File: src/rtl/gpio_port_pkg.sv
// Package gpio_port_pkg
// Shared mode encoding and pad-control type for the GPIO port.
// Assumes one configuration bit and one data bit per pin.
package gpio_port_pkg;

    typedef enum logic [1:0] {
        MODE_FLOAT  = 2'b00,
        MODE_PULLUP = 2'b01,
        MODE_DRIVE0 = 2'b10,
        MODE_DRIVE1 = 2'b11
    } pin_mode_e;

    typedef struct packed {
        logic oe;
        logic val;
        logic pu;
    } pad_ctrl_t;

    // Translate one pin mode into its pad controls
    function automatic pad_ctrl_t decode_mode(pin_mode_e mode);
        pad_ctrl_t c;
        c = '0;
        case (mode)
            MODE_FLOAT:  c = '{oe: 1'b0, val: 1'b0, pu: 1'b0};
            MODE_PULLUP: c = '{oe: 1'b0, val: 1'b1, pu: 1'b1};
            MODE_DRIVE0: c = '{oe: 1'b1, val: 1'b0, pu: 1'b0};
            MODE_DRIVE1: c = '{oe: 1'b1, val: 1'b1, pu: 1'b0};
            default:     c = '0;
        endcase
        return c;
    endfunction

endpackage

File: src/rtl/gpio_cfg_regs.sv
// Module gpio_cfg_regs
// Holds the configuration and data registers of the port.
// Assumes: synchronous active-low reset; boot_mode is stable while reset
// is held; ALT_PIN_A and ALT_PIN_B are distinct pins below PINS.
module gpio_cfg_regs #(
    parameter int unsigned PINS      = 8,
    parameter int unsigned ADDR_W    = 8,
    parameter logic [ADDR_W-1:0] ADDR_DATA = 8'hB2,
    parameter logic [ADDR_W-1:0] ADDR_CFG  = 8'hB3,
    parameter int unsigned ALT_PIN_A = 0,
    parameter int unsigned ALT_PIN_B = 5
) (
    input  logic              clk,
    input  logic              rst_n,
    input  logic [3:0]        boot_mode,
    input  logic [ADDR_W-1:0] bus_addr,
    input  logic              bus_wr,
    input  logic [PINS-1:0]   bus_wdata,
    output logic [PINS-1:0]   cfg_q,
    output logic [PINS-1:0]   data_q
);

    logic [PINS-1:0] cfg_rst;
    logic [PINS-1:0] data_rst;
    logic            cfg_we;
    logic            data_we;

    // Build the reset image from the boot-mode pairs
    always_comb begin
        cfg_rst             = '0;
        data_rst            = '0;
        cfg_rst[ALT_PIN_A]  = boot_mode[1];
        data_rst[ALT_PIN_A] = boot_mode[0];
        cfg_rst[ALT_PIN_B]  = boot_mode[3];
        data_rst[ALT_PIN_B] = boot_mode[2];
    end

    // Decode the write strobes for the two writable registers
    always_comb begin
        cfg_we  = bus_wr && (bus_addr == ADDR_CFG);
        data_we = bus_wr && (bus_addr == ADDR_DATA);
    end

    // Configuration register
    always_ff @(posedge clk) begin
        if (!rst_n) begin
            cfg_q <= cfg_rst;
        end else if (cfg_we) begin
            cfg_q <= bus_wdata;
        end
    end

    // Data register
    always_ff @(posedge clk) begin
        if (!rst_n) begin
            data_q <= data_rst;
        end else if (data_we) begin
            data_q <= bus_wdata;
        end
    end

endmodule

File: src/rtl/gpio_in_sync.sv
// Module gpio_in_sync
// Multi-stage synchronizer for the pad levels. The input buffer is
// treated as an ideal hysteresis buffer, so only the flop chain is built.
// Assumes STAGES >= 1; all stages clear to 0 in reset.
module gpio_in_sync #(
    parameter int unsigned PINS   = 8,
    parameter int unsigned STAGES = 2
) (
    input  logic            clk,
    input  logic            rst_n,
    input  logic [PINS-1:0] pad_in,
    output logic [PINS-1:0] pins_sync
);

    logic [PINS-1:0] stage_q [STAGES];

    for (genvar s = 0; s < STAGES; s++) begin : g_stage
        if (s == 0) begin : g_first
            // First stage captures the raw pad levels
            always_ff @(posedge clk) begin
                if (!rst_n) stage_q[s] <= '0;
                else        stage_q[s] <= pad_in;
            end
        end else begin : g_next
            // Later stages shift the previous stage along
            always_ff @(posedge clk) begin
                if (!rst_n) stage_q[s] <= '0;
                else        stage_q[s] <= stage_q[s-1];
            end
        end
    end

    assign pins_sync = stage_q[STAGES-1];

endmodule

File: src/rtl/gpio_pad_drv.sv
// Module gpio_pad_drv
// Turns each pin's {config,data} pair into pad controls.
// Purely combinational; assumes no ordering between the pins.
module gpio_pad_drv
    import gpio_port_pkg::*;
#(
    parameter int unsigned PINS = 8
) (
    input  logic [PINS-1:0] cfg_q,
    input  logic [PINS-1:0] data_q,
    output logic [PINS-1:0] pad_oe,
    output logic [PINS-1:0] pad_out,
    output logic [PINS-1:0] pad_pu
);

    for (genvar i = 0; i < PINS; i++) begin : g_pin
        pin_mode_e mode;
        pad_ctrl_t ctrl;
        // Decode this pin's mode into its pad controls
        always_comb begin
            mode = pin_mode_e'({cfg_q[i], data_q[i]});
            ctrl = decode_mode(mode);
        end
        assign pad_oe[i]  = ctrl.oe;
        assign pad_out[i] = ctrl.val;
        assign pad_pu[i]  = ctrl.pu;
    end

endmodule

File: src/rtl/gpio_port.sv
// Module gpio_port
// Top of the GPIO port: register file, pad decoder, input synchronizer
// and the combinational read mux. Assumes a single-cycle bus without
// wait states; unmapped addresses read as zero.
module gpio_port #(
    parameter int unsigned PINS        = 8,
    parameter int unsigned ADDR_W      = 8,
    parameter int unsigned SYNC_STAGES = 2,
    parameter logic [ADDR_W-1:0] ADDR_DATA = 8'hB2,
    parameter logic [ADDR_W-1:0] ADDR_CFG  = 8'hB3,
    parameter logic [ADDR_W-1:0] ADDR_PIN  = 8'hB4,
    parameter int unsigned ALT_PIN_A   = 0,
    parameter int unsigned ALT_PIN_B   = 5
) (
    input  logic              clk,
    input  logic              rst_n,
    input  logic [3:0]        boot_mode,
    input  logic [ADDR_W-1:0] bus_addr,
    input  logic              bus_wr,
    input  logic [PINS-1:0]   bus_wdata,
    output logic [PINS-1:0]   bus_rdata,
    input  logic [PINS-1:0]   pad_in,
    output logic [PINS-1:0]   pad_oe,
    output logic [PINS-1:0]   pad_out,
    output logic [PINS-1:0]   pad_pu
);

    logic [PINS-1:0] cfg_q;
    logic [PINS-1:0] data_q;
    logic [PINS-1:0] pins_sync;

    gpio_cfg_regs #(
        .PINS      (PINS),
        .ADDR_W    (ADDR_W),
        .ADDR_DATA (ADDR_DATA),
        .ADDR_CFG  (ADDR_CFG),
        .ALT_PIN_A (ALT_PIN_A),
        .ALT_PIN_B (ALT_PIN_B)
    ) i_regs (
        .clk       (clk),
        .rst_n     (rst_n),
        .boot_mode (boot_mode),
        .bus_addr  (bus_addr),
        .bus_wr    (bus_wr),
        .bus_wdata (bus_wdata),
        .cfg_q     (cfg_q),
        .data_q    (data_q)
    );

    gpio_pad_drv #(
        .PINS (PINS)
    ) i_drv (
        .cfg_q   (cfg_q),
        .data_q  (data_q),
        .pad_oe  (pad_oe),
        .pad_out (pad_out),
        .pad_pu  (pad_pu)
    );

    gpio_in_sync #(
        .PINS   (PINS),
        .STAGES (SYNC_STAGES)
    ) i_sync (
        .clk       (clk),
        .rst_n     (rst_n),
        .pad_in    (pad_in),
        .pins_sync (pins_sync)
    );

    // Select the addressed register for the read port
    always_comb begin
        if (bus_addr == ADDR_DATA)      bus_rdata = data_q;
        else if (bus_addr == ADDR_CFG)  bus_rdata = cfg_q;
        else if (bus_addr == ADDR_PIN)  bus_rdata = pins_sync;
        else                            bus_rdata = '0;
    end

endmodule

File: config.mk
export PLATFORM = sky130hd
export DESIGN_NAME = gpio_port
export DESIGN_NICKNAME = d
export VERILOG_FILES = /design/src/rtl/gpio_port_pkg.sv /design/src/rtl/gpio_cfg_regs.sv /design/src/rtl/gpio_in_sync.sv /design/src/rtl/gpio_pad_drv.sv /design/src/rtl/gpio_port.sv
export SDC_FILE = /design/constraint.sdc
export NUM_CORES = 1
export LEC_CHECK = 0
export BUFFER_PORTS_ARGS = -buffer_cell sky130_fd_sc_hd__buf_2
export CAP_MARGIN = 30
export CORE_MARGIN = 10
export CORE_UTILIZATION = 51
export CTS_CLUSTER_SIZE = 16
export DETAILED_ROUTE_END_ITERATION = 12
export GPL_TIMING_DRIVEN = 0
export PLACE_DENSITY = 0.9
export SYNTH_ARGS = -nofsm -noshare
export SYNTH_HDL_FRONTEND = slang
export SYNTH_HIERARCHICAL = 1
export SYNTH_SLANG_ARGS = --single-unit
File: constraint.sdc
create_clock -name clk -period 1.84 [get_ports clk]
set_input_delay 0 -clock clk [delete_from_list [all_inputs] [get_ports clk]]
set_output_delay 0 -clock clk [all_outputs]
set_load 0.02 [all_outputs]
Yosys cells after proc, flatten, opt, wreduce, memory -nomap -nowiden
Memory sizes are Yosys's and may differ from the RTL's.
Index checks and enable logic that the tools add are counted.
Cells by class
  bitwise operators: 2
  mux-type cells: 19
  div/mod/pow operators: 0
  $lt $le $gt $ge: 0
  eq/ne operators: 29
  reduce and logical (&&, ||, !) cells: 10
  $add $sub $neg: 0
  shift-type cells: 0
  multiply operators: 0
Operators with widths (number)
  one-hot mux 3 bit (4 select lines): 8
  2-to-1 mux 8 bit: 5
  == test 2 bit, second input constant: 16
  == test 8 bit, second input constant: 3
  2-to-1 mux 6 bit: 4
  == test 2 x 1 -> 1 bit, second input constant: 8
  zero test 2 bit: 8
  inequality test 2 x 1 -> 1 bit, second input constant: 2
  logical AND 1 bit: 2
  2-to-1 mux 1 bit: 2
  OR 1 bit: 2
Word-level totals
  latch bits: 0
  logic and storage cells: 65
  register bits: 16
  memory bits (writable): 16
  memories: 1
  output and inout port bits: 32
  input bits: 31
  ROM bits: 0
Memories
  i_sync.stage_q: depth 2, bits a word 8, rd ports 2, clocked after memory_dff 0, wr ports 2, RTL line gpio_in_sync.sv:15  | logic [PINS-1:0] stage_q [STAGES];

Longest topological paths before layout
Gate-level depths: netlist of the first run.
  depth after elaboration: 4
  depth in mapped cells: 4
  depth with buffers taken out: 3

Modules after synthesis
The synthesis of the first run kept the hierarchy.
By module, submodules not included
  gpio_cfg_regs: cells each 66, sequential area each 360.3 um^2, times used 1, area an instance 668.1 um^2
  gpio_in_sync: cells each 33, sequential area each 320.3 um^2, times used 1, area an instance 446.7 um^2
  gpio_port: cells each 42, sequential area each 0.0 um^2, times used 1, area an instance 330.3 um^2
  gpio_pad_drv: cells each 24, sequential area each 0.0 um^2, times used 1, area an instance 110.1 um^2

Worst setup path after synthesis of the first run
Ideal clock, no wire load.
  kind: in2out
  from: in bus_addr[6]
  to: out bus_rdata[0]
  data arrival time: 980 ps
  required time: 1840 ps
  buffers on the path: 1
  setup slack: 860 ps
  stages: 4
  path through: and4bb_2 > clkbuf_1 > nand3_1 > a2bb2oi_1
Between the ends
  longest elaborated chain between the ends: 4
  elaborated cells between the ends (all ways): 6
  classes of those cells: eq/ne: 3; mux: 3
Ends and longest elaborated chain
  start, declared: RTL line gpio_port.sv:18  | input logic [ADDR_W-1:0] bus_addr,
  == test 8 bit: RTL line gpio_port.sv:74  | else if (bus_addr == ADDR_PIN) bus_rdata = pins_sync;
  2-to-1 mux 8 bit: RTL line gpio_port.sv:74
  2-to-1 mux 8 bit: RTL line gpio_port.sv:73  | else if (bus_addr == ADDR_CFG) bus_rdata = cfg_q;
  2-to-1 mux 8 bit *: RTL line gpio_port.sv:72  | if (bus_addr == ADDR_DATA) bus_rdata = data_q;
  end, declared: RTL line gpio_port.sv:21  | output logic [PINS-1:0] bus_rdata,
Every way passes the cells marked *; elsewhere a longest branch is shown, timed or not.

==> impl_summary.txt, run 1 <==
----------------------------------------------------
[Yosys]
  Number of distinct library cells after synthesis ... 26
  Syn avg cell area ... 9.43 sq um
  Async set-or-reset flop fraction in the synthesized netlist ... 0
  Dominant cells by area after synthesis ... sky130_fd_sc_hd__dfxtp_1, sky130_fd_sc_hd__mux2i_1, sky130_fd_sc_hd__edfxtp_1
  Post-synthesis instance total ... 165
  Warning count from the yosys run ... 6
  Sequential share of the synthesized area ... 0.438
  Commonest cells in the synthesized netlist ... sky130_fd_sc_hd__dfxtp_1, sky130_fd_sc_hd__nand2_1, sky130_fd_sc_hd__clkbuf_1
  Number of synthesized register bits ... 32
  Most instantiated library cell after synthesis ... sky130_fd_sc_hd__dfxtp_1
  Syn_nets ... 196
  Fraction of post-synthesis cell area in the top cell type by area ... 0.360
  Area of the mapped netlist ... 1560 sq um
  Primary FF master, synth ... sky130_fd_sc_hd__dfxtp_1
  Number of enable flip-flop cells after synthesis ... 4
  Most area-hungry cell type in the Yosys netlist ... sky130_fd_sc_hd__dfxtp_1

[Worst setup path]
  Flop2flop setup slack ... 1.16 ns
  Worst EP arrival ... 1.26 ns
  Required time reported for the critical path endpoint ... 1.84 ns
  CP cell instances ... and3b_1, o211ai_1, a2bb2oi_1, buf_2
  Crit-path slowest cell ... sky130_fd_sc_hd__dfxtp_1
  Kind of critical path ... reg2out
  Largest stage delay, worst path ... 0.31 ns
  Kind of end point of the critical path ... output port
  Crit path max fanout ... 1
  Critical Path Source Type ... flop

[Detailed routing]
  Sum of routed wire length over all layers ... 3980 microns
  First-pass iteration count of the detailed router ... 4
  Wire length on met3 ... 367 microns
  Routed via count divided by cell count ... 5.15
  Metal-1 WL ... 1600 microns
  Max layer used ... met4
  DR vias ... 1441
  DRC violations left ... 0
  Post-DR wirelength/cell ... 14.2 microns
  1st-iter DRT viols ... 72
  Post-route antenna net violation count ... 0
  Met2 wire len ... 1990 microns

[STA]
  Final critical-path share of the clock period ... 0.686
  Unrepaired setup endpoints after global routing ... no
  Period minus WS final ... 1.26 ns
  Final setup TNS ... 0 ns
  Worst-case headroom to the max-slew limit ... 0.665
  Max-slew violation total from the final report ... 0
  Final-report hold violation count ... 0
  Slew at the pin closest to its max-slew limit ... 0.501 ns
  Fmax achieved ... 792 MHz
  Setup violators final ... 0
  Clock tree skew after final layout ... 0.000383 ns

[Cells and area]
  Diode count ... 0
  Footprint of the multi-input gates ... 746 sq um
  Final non-filler cell total ... 280
  Area Growth Syn to Fin ... 35.4%
  Final-layout fill cell count ... 210
  Share of cells above drive strength 1 ... 0.373
  Final-stage net count ... 279
  Flip-flop and latch area ... 681 sq um
  Cell area after layout ... 2110 sq um

[Global routing]
  Number of global-route vias before repair ... 1432
  Pin count of the biggest net entering global routing ... 12
  Overflow left after global routing ... 0
  Number of antenna violations at the first check in global routing ... 0
  Wire length of the first global-routing pass ... 6460 microns
  All-Layer GR Usage ... 0.146

[CTS]
  Hold Buf Count CTS ... 14
  Maximum level of the CTS H-tree ... 2
  Clk sink count ... 32
  Clock insertion delay at the later pin of the skew report ... 0.32 ns
  Post CTS Setup Buffer Count ... 0
  Total clock buffers created by CTS ... 5
  TritonCTS clock tree ... done
  Post-CTS sizing ... 0
  Clock slew seen by the registers of the worst setup and hold paths ... 0.09 ns
  CTS root buffer ... sky130_fd_sc_hd__clkbuf_4
  Buffer depth of the longest clock path ... 2

[Power]
  LEAKAGE ... 0.00110 uW
  Max IR drop VDD ... 0.549 mV
  Total power divided by cell area ... 622 nW/um^2
  Total power consumption of the routed design ... 1310 uW

[Flow run]
  Total of max-cap violations ... 0

[Floorplanning]
  Row cnt ... 19
  Number of I/O pins ... 63
  Die Height ... 75.2 microns
  Total Die Area ... 5660 sq um
  Initial core utilization ... 0.550
  Overall die width ... 75.2 microns
  Core region area ... 2830 sq um

[Placement]
  Detailed placer's ending HPWL ... 3040 microns
  Final weighted congestion in routability-driven placement ... 0.805
  Placed inst area ... 1900 sq um
  Inst Count DP ... 258
  Count of port buffers added during placement ... 62

[Worst hold path]
  Class of the most critical hold timing path ... in2reg

[Outcome]
  Run status ... complete, no violations

----------------------------------------------------
-- registers in the layout, summed over array words and instances (netlist names) --
signal,cells
i_regs/data_q,8
i_regs/cfg_q,8
i_sync/stage_q,16
-- worst paths after layout --
| path | to | from | cells past startpoint |
|---|---|---|---|
| worst max-delay path | bus_rdata[3] | i_sync/stage_q[1][3] | 4 |
| worst min-delay path | i_sync/stage_q[1][5] | rst_n | 2 |
| worst max register to register | i_regs/cfg_q[2] | i_regs/cfg_q[2] | 2 |
| worst min register to register | i_sync/stage_q[1][3] | i_sync/stage_q[0][3] | 1 |
-- critical path: cells and delay by family, from the launching register on --
kind	cells	cell delay, ns
flip-flops	1	0.31
buffers and inverters	1	0.20
AND/OR/NAND/NOR	1	0.15
AO/OA/AOI/OAI	2	0.29
-- cells by family (layout without fill, tap and decap cells) --
logic type             after synthesis  count (layout)  share of synthesized area
muxes                               12              12                     0.0772
DFF                                 32              32                      0.438
buffers and inverters               29             113                     0.0829
AOI/OAI and AO/OA                   20              20                      0.104
and+or+nand+nor                     72              72                      0.298
-- where the power goes --
group	switching [uW]	internal, uW	total (uW)
sequential	8.26	731	739
clock	222	182	403
combinational	79.4	87.7	167
-- through the flow --
stage	util	worst slack [ns]	hold WS, ns
finish	0.744	0.577	0.0140
floorplan	-	0.860	0.136
global route	0.744	0.468	0.0190
CTS	0.744	0.562	0.00847
global placement	0.673	0.610	0.222
detailed placement	0.673	0.600	0.223
-- cells in the final DEF (no fill, tap or decap), types with 2 or more instances in the layout --
cell type	n
sky130_fd_sc_hd__buf_2	63
sky130_fd_sc_hd__dfxtp_1	28
sky130_fd_sc_hd__nand2_1	22
sky130_fd_sc_hd__clkbuf_1	19
sky130_fd_sc_hd__dlygate4sd3_1	14
sky130_fd_sc_hd__mux2i_1	12
sky130_fd_sc_hd__and2_2	12
sky130_fd_sc_hd__nor2b_1	9
sky130_fd_sc_hd__and3b_1	8
sky130_fd_sc_hd__o211ai_1	8
sky130_fd_sc_hd__nand3_1	8
sky130_fd_sc_hd__a2bb2oi_1	7
sky130_fd_sc_hd__and2_1	5
sky130_fd_sc_hd__clkbuf_4	5
sky130_fd_sc_hd__inv_1	4
sky130_fd_sc_hd__o22ai_1	4
sky130_fd_sc_hd__edfxtp_1	4
sky130_fd_sc_hd__buf_1	2
sky130_fd_sc_hd__and4bb_2	2
sky130_fd_sc_hd__clkinv_2	2
sky130_fd_sc_hd__buf_6	2
-- per-layer routing --
metal,global-route usage,up-vias
met5,0,-
li1,-,723
met4,0.0433,0
met3,0.0539,3
met2,0.253,43
met1,0.165,672
-- final cells by class --
type | count | area share
multi-input cells | 104 | 0.354
flip-flops and latches | 32 | 0.323
repair buffers | 76 | 0.214
plain buffers | 25 | 0.0541
clock buffers | 6 | 0.0244
well taps | 31 | 0.0184
inverters | 4 | 0.00713
clock inverters | 2 | 0.00475
No activity file was read; power rests on OpenSTA's default activity.
==> inputs of run 2 (changes only) <==
--- a/config.mk
+++ b/config.mk
@@ -8,11 +8,11 @@
 export BUFFER_PORTS_ARGS = -buffer_cell sky130_fd_sc_hd__buf_2
 export CAP_MARGIN = 30
 export CORE_MARGIN = 10
-export CORE_UTILIZATION = 51
+export CORE_UTILIZATION = 43
 export CTS_CLUSTER_SIZE = 16
 export DETAILED_ROUTE_END_ITERATION = 12
 export GPL_TIMING_DRIVEN = 0
-export PLACE_DENSITY = 0.9
+export PLACE_DENSITY = 0.81
 export SYNTH_ARGS = -nofsm -noshare
 export SYNTH_HDL_FRONTEND = slang
 export SYNTH_HIERARCHICAL = 1
==> constraint.sdc (replaced) <==
create_clock -name clk -period 1.1 [get_ports clk]
set_input_delay 0 -clock clk [delete_from_list [all_inputs] [get_ports clk]]
set_output_delay 0 -clock clk [all_outputs]
set_load 0.02 [all_outputs]
==> run 2 against run 1 <==
  * The run now ends with negative setup slack left
  * Die area increased by 14%
  * Via count decreased by 0.90%
  * Non-clock buffer count increased by 2
  * Total power grew 69%
  * Clock power increased by 69%
  * Setup slack worse by 0.75 ns
  * Utilization is 11 points lower
  * First-iteration DRC count unchanged
  * Flip-flop and latch count did not move
  * Worst hold slack improved by 0.017 ns
  * Combinational power up 75%
  * Sequential share of layout area fell by 0.87 points
==> impl_summary.txt, run 2 (synthesis gave the netlist of run 1 again) <==
----------------------------------------------------
[Outcome]
  Run status ... finished, violations left
  Failing checks ... negative setup slack

[Detailed routing]
  Post-route antenna net violation count ... 0 (unchanged)
  Sum of routed wire length over all layers ... 4230 microns (+6.4%)
  Met2 wire len ... 1930 microns (-2.8%)
  1st-iter DRT viols ... 72 (unchanged)
  Metal-1 WL ... 1730 microns (+8.5%)
  First-pass iteration count of the detailed router ... 4 (unchanged)
  DR vias ... 1428 (-0.90%)
  Routed via count divided by cell count ... 4.81 (-6.6%)
  Post-DR wirelength/cell ... 14.2 microns (+0.35%)
  DRC violations left ... 0 (unchanged)
  Wire length on met3 ... 497 microns (+35%)
  Max layer used ... met4

[Floorplanning]
  Die Height ... 80.1 microns (+6.5%)
  Total Die Area ... 6420 sq um (+14%)
  Number of I/O pins ... 63 (unchanged)
  Core region area ... 3420 sq um (+21%)
  Initial core utilization ... 0.455 (-0.0944)
  Overall die width ... 80.1 microns (+6.5%)
  Row cnt ... 21 (+2)

[CTS]
  Clock insertion delay at the later pin of the skew report ... 0.33 ns (about the same)
  Clock slew seen by the registers of the worst setup and hold paths ... 0.09 ns (about the same)
  Buffer depth of the longest clock path ... 2 (unchanged)
  Maximum level of the CTS H-tree ... 2 (unchanged)
  CTS root buffer ... sky130_fd_sc_hd__clkbuf_4
  TritonCTS clock tree ... done
  Total clock buffers created by CTS ... 5 (unchanged)
  Clk sink count ... 32 (unchanged)

[Placement]
  Count of port buffers added during placement ... 62 (unchanged)
  Detailed placer's ending HPWL ... 3030 microns (-0.22%)
  Placed inst area ... 1920 sq um (+0.99%)
  Final weighted congestion in routability-driven placement ... 0.751 (-6.7%)

[Cells and area]
  Leading registers by flop count ... i_sync/stage_q x16, i_regs/cfg_q x8, i_regs/data_q x8
  Cell area after layout ... 2170 sq um (+3.1%)
  Most frequent cells in the layout ... sky130_fd_sc_hd__buf_2, sky130_fd_sc_hd__dfxtp_1, sky130_fd_sc_hd__nand2_1
  Number of flip-flops in the largest register ... 16 (unchanged)
  Final-stage net count ... 281 (+0.72%)
  Diode count ... 0 (unchanged)
  Area Growth Syn to Fin ... 39.7%
  Top register by number of flip-flops ... i_sync/stage_q
  Commonest non-fill, non-tap cell in the layout ... sky130_fd_sc_hd__buf_2
  Share of cells above drive strength 1 ... 0.375 (+0.00101)

[Global routing]
  Overflow left after global routing ... 0 (unchanged)
  Number of global-route vias before repair ... 1389 (-3.0%)
  All-Layer GR Usage ... 0.130 (-0.0169)
  Pin count of the biggest net entering global routing ... 12 (unchanged)
  Wire length of the first global-routing pass ... 6620 microns (+2.6%)
  Number of antenna violations at the first check in global routing ... 0 (unchanged)

[Power]
  LEAKAGE ... 0.00111 uW (+0.69%)
  P_sw ... 521 uW (+68%)
  Max IR drop VDD ... 0.585 mV (+6.7%)
  Reg power frac ... 0.559 (-0.005)
  Internal Pwr Total ... 1690 uW (+69%)
  Clock share of power ... 0.309 (about the same)
  Share of total power in combinational logic ... 0.132 (+0.004)
  Total power divided by cell area ... 1020 nW/um^2 (+64%)
  Total power consumption of the routed design ... 2210 uW (+69%)
  Switching share of total power ... 0.236 (-0.000754)

[Worst hold path]
  Class of the most critical hold timing path ... in2reg
  Critical hold path startpoint ... boot_mode[1]
  Count of cells along the worst hold path ... 3 (+1)
  Sink of the worst hold path ... i_regs/cfg_q[0]

[Worst setup path]
  Required time reported for the critical path endpoint ... 1.10 ns (-0.74 ns)
  Kind of end point of the critical path ... output port
  Critical Path Source Type ... flop
  Flop2flop setup slack ... 0.42 ns (-0.74 ns)
  Reg-to-reg critical path startpoint ... i_regs/cfg_q[3]
  R2R Path End ... i_regs/cfg_q[3]
  Worst EP arrival ... 1.27 ns (about the same)
  Worst R2R Path Depth ... 2 (unchanged)
  Critical Path Source ... i_sync/stage_q[1][3]
  Crit path max fanout ... 1 (unchanged)
  Kind of critical path ... reg2out

[STA]
  Worst-case headroom to the max-slew limit ... 0.701 (+0.0366)
  Final critical-path share of the clock period ... 1.15
  Worst setup slack after layout ... -0.168 ns (-0.745 ns)
  Max-slew violation total from the final report ... 0 (unchanged)
  Clock tree skew after final layout ... 0.000384 ns (+0.00000172 ns)
  Fmax achieved ... 788 MHz
  Final-report hold violation count ... 0 (unchanged)
  Unrepaired setup endpoints after global routing ... yes
  Slew at the pin closest to its max-slew limit ... 0.448 ns (-0.0528 ns)
  Period minus WS final ... 1.27 ns
  Setup violators final ... 8 (+8)

[Flow run]
  Total of max-cap violations ... 0 (unchanged)

----------------------------------------------------
-- run 2: changes by cell type in the layout (fill, tap and decap cells not counted), sizes merged --
| cell | before | now |
|---|---|---|
| clkinv | 2 | 0 |
| buf | 68 | 69 |
| dlygate4sd3 | 14 | 16 |
| clkbuf | 25 | 26 |
-- run 2: per-layer routing --
| metal | GRT usage | vias up |
|---|---|---|
| li1 | - | 726 |
| met1 | 0.147 | 638 |
| met2 | 0.212 | 57 |
| met3 | 0.0546 | 7 |
| met4 | 0.0475 | 0 |
| met5 | 0 | - |
-- run 2: area by class of cell --
class | instances | area [sq um]
inverters | 4 | 15.0
well taps | 46 | 57.6
clock buffers | 8 | 58.8
repair buffers | 79 | 502
multi-input cells | 104 | 746
fillers | 298 | 1240
plain buffers | 24 | 110
flip-flops and latches | 32 | 683
-- run 2: worst max path at each step --
stage          depth (start not counted)              end
2_1_floorplan                          4     bus_rdata[0]
3_3_place_gp                           4  i_regs/cfg_q[5]
3_5_place_dp                           4  i_regs/cfg_q[0]
4_1_cts                                4     bus_rdata[5]
5_1_grt                                4     bus_rdata[3]
6_report                               4     bus_rdata[3]
-- run 2: worst max-delay path, stage by stage (launching register included) --
cell and delay [ns]:
sky130_fd_sc_hd__dfxtp_2 0.32, sky130_fd_sc_hd__and3b_1 0.17, sky130_fd_sc_hd__o211ai_1 0.19, sky130_fd_sc_hd__a2bb2oi_1 0.09, sky130_fd_sc_hd__buf_4 0.16
-- run 2: stage by stage --
| stage | TNS (ns) | cells | utilization | hold slack, ns | setup slack [ns] |
|---|---|---|---|---|---|
| 2_1_floorplan | 0 | 165 | - | 0.136 | 0.120 |
| 3_3_place_gp | -1.42 | 273 | 0.563 | 0.220 | -0.133 |
| 3_5_place_dp | -1.70 | 273 | 0.563 | 0.224 | -0.151 |
| 4_1_cts | -1.15 | 297 | 0.633 | 0.0178 | -0.165 |
| 5_1_grt | -1.44 | 297 | 0.636 | 0.0319 | -0.236 |
| 6_report | -1.01 | 297 | 0.636 | 0.0310 | -0.168 |
-- run 2: power by group through the flow --
stage	registers [uW]	logic (uW)	clock network [uW]
after floorplan	1260	136	0
after global placement	1260	237	0
after detailed placement	1260	243	0
after CTS	1240	289	698
after global routing	1240	319	730
final	1240	292	682
-- run 2: timing repair --
action / 4_1_cts / 5_1_grt
endpoints found under the hold margin: 22 / 0
endpoints found under the setup margin: 8 / 9
pin swaps: 4 / 3
gates resized for setup: 6 / 5
hold buffers: 16 / 0
setup buffers: 1 / 0
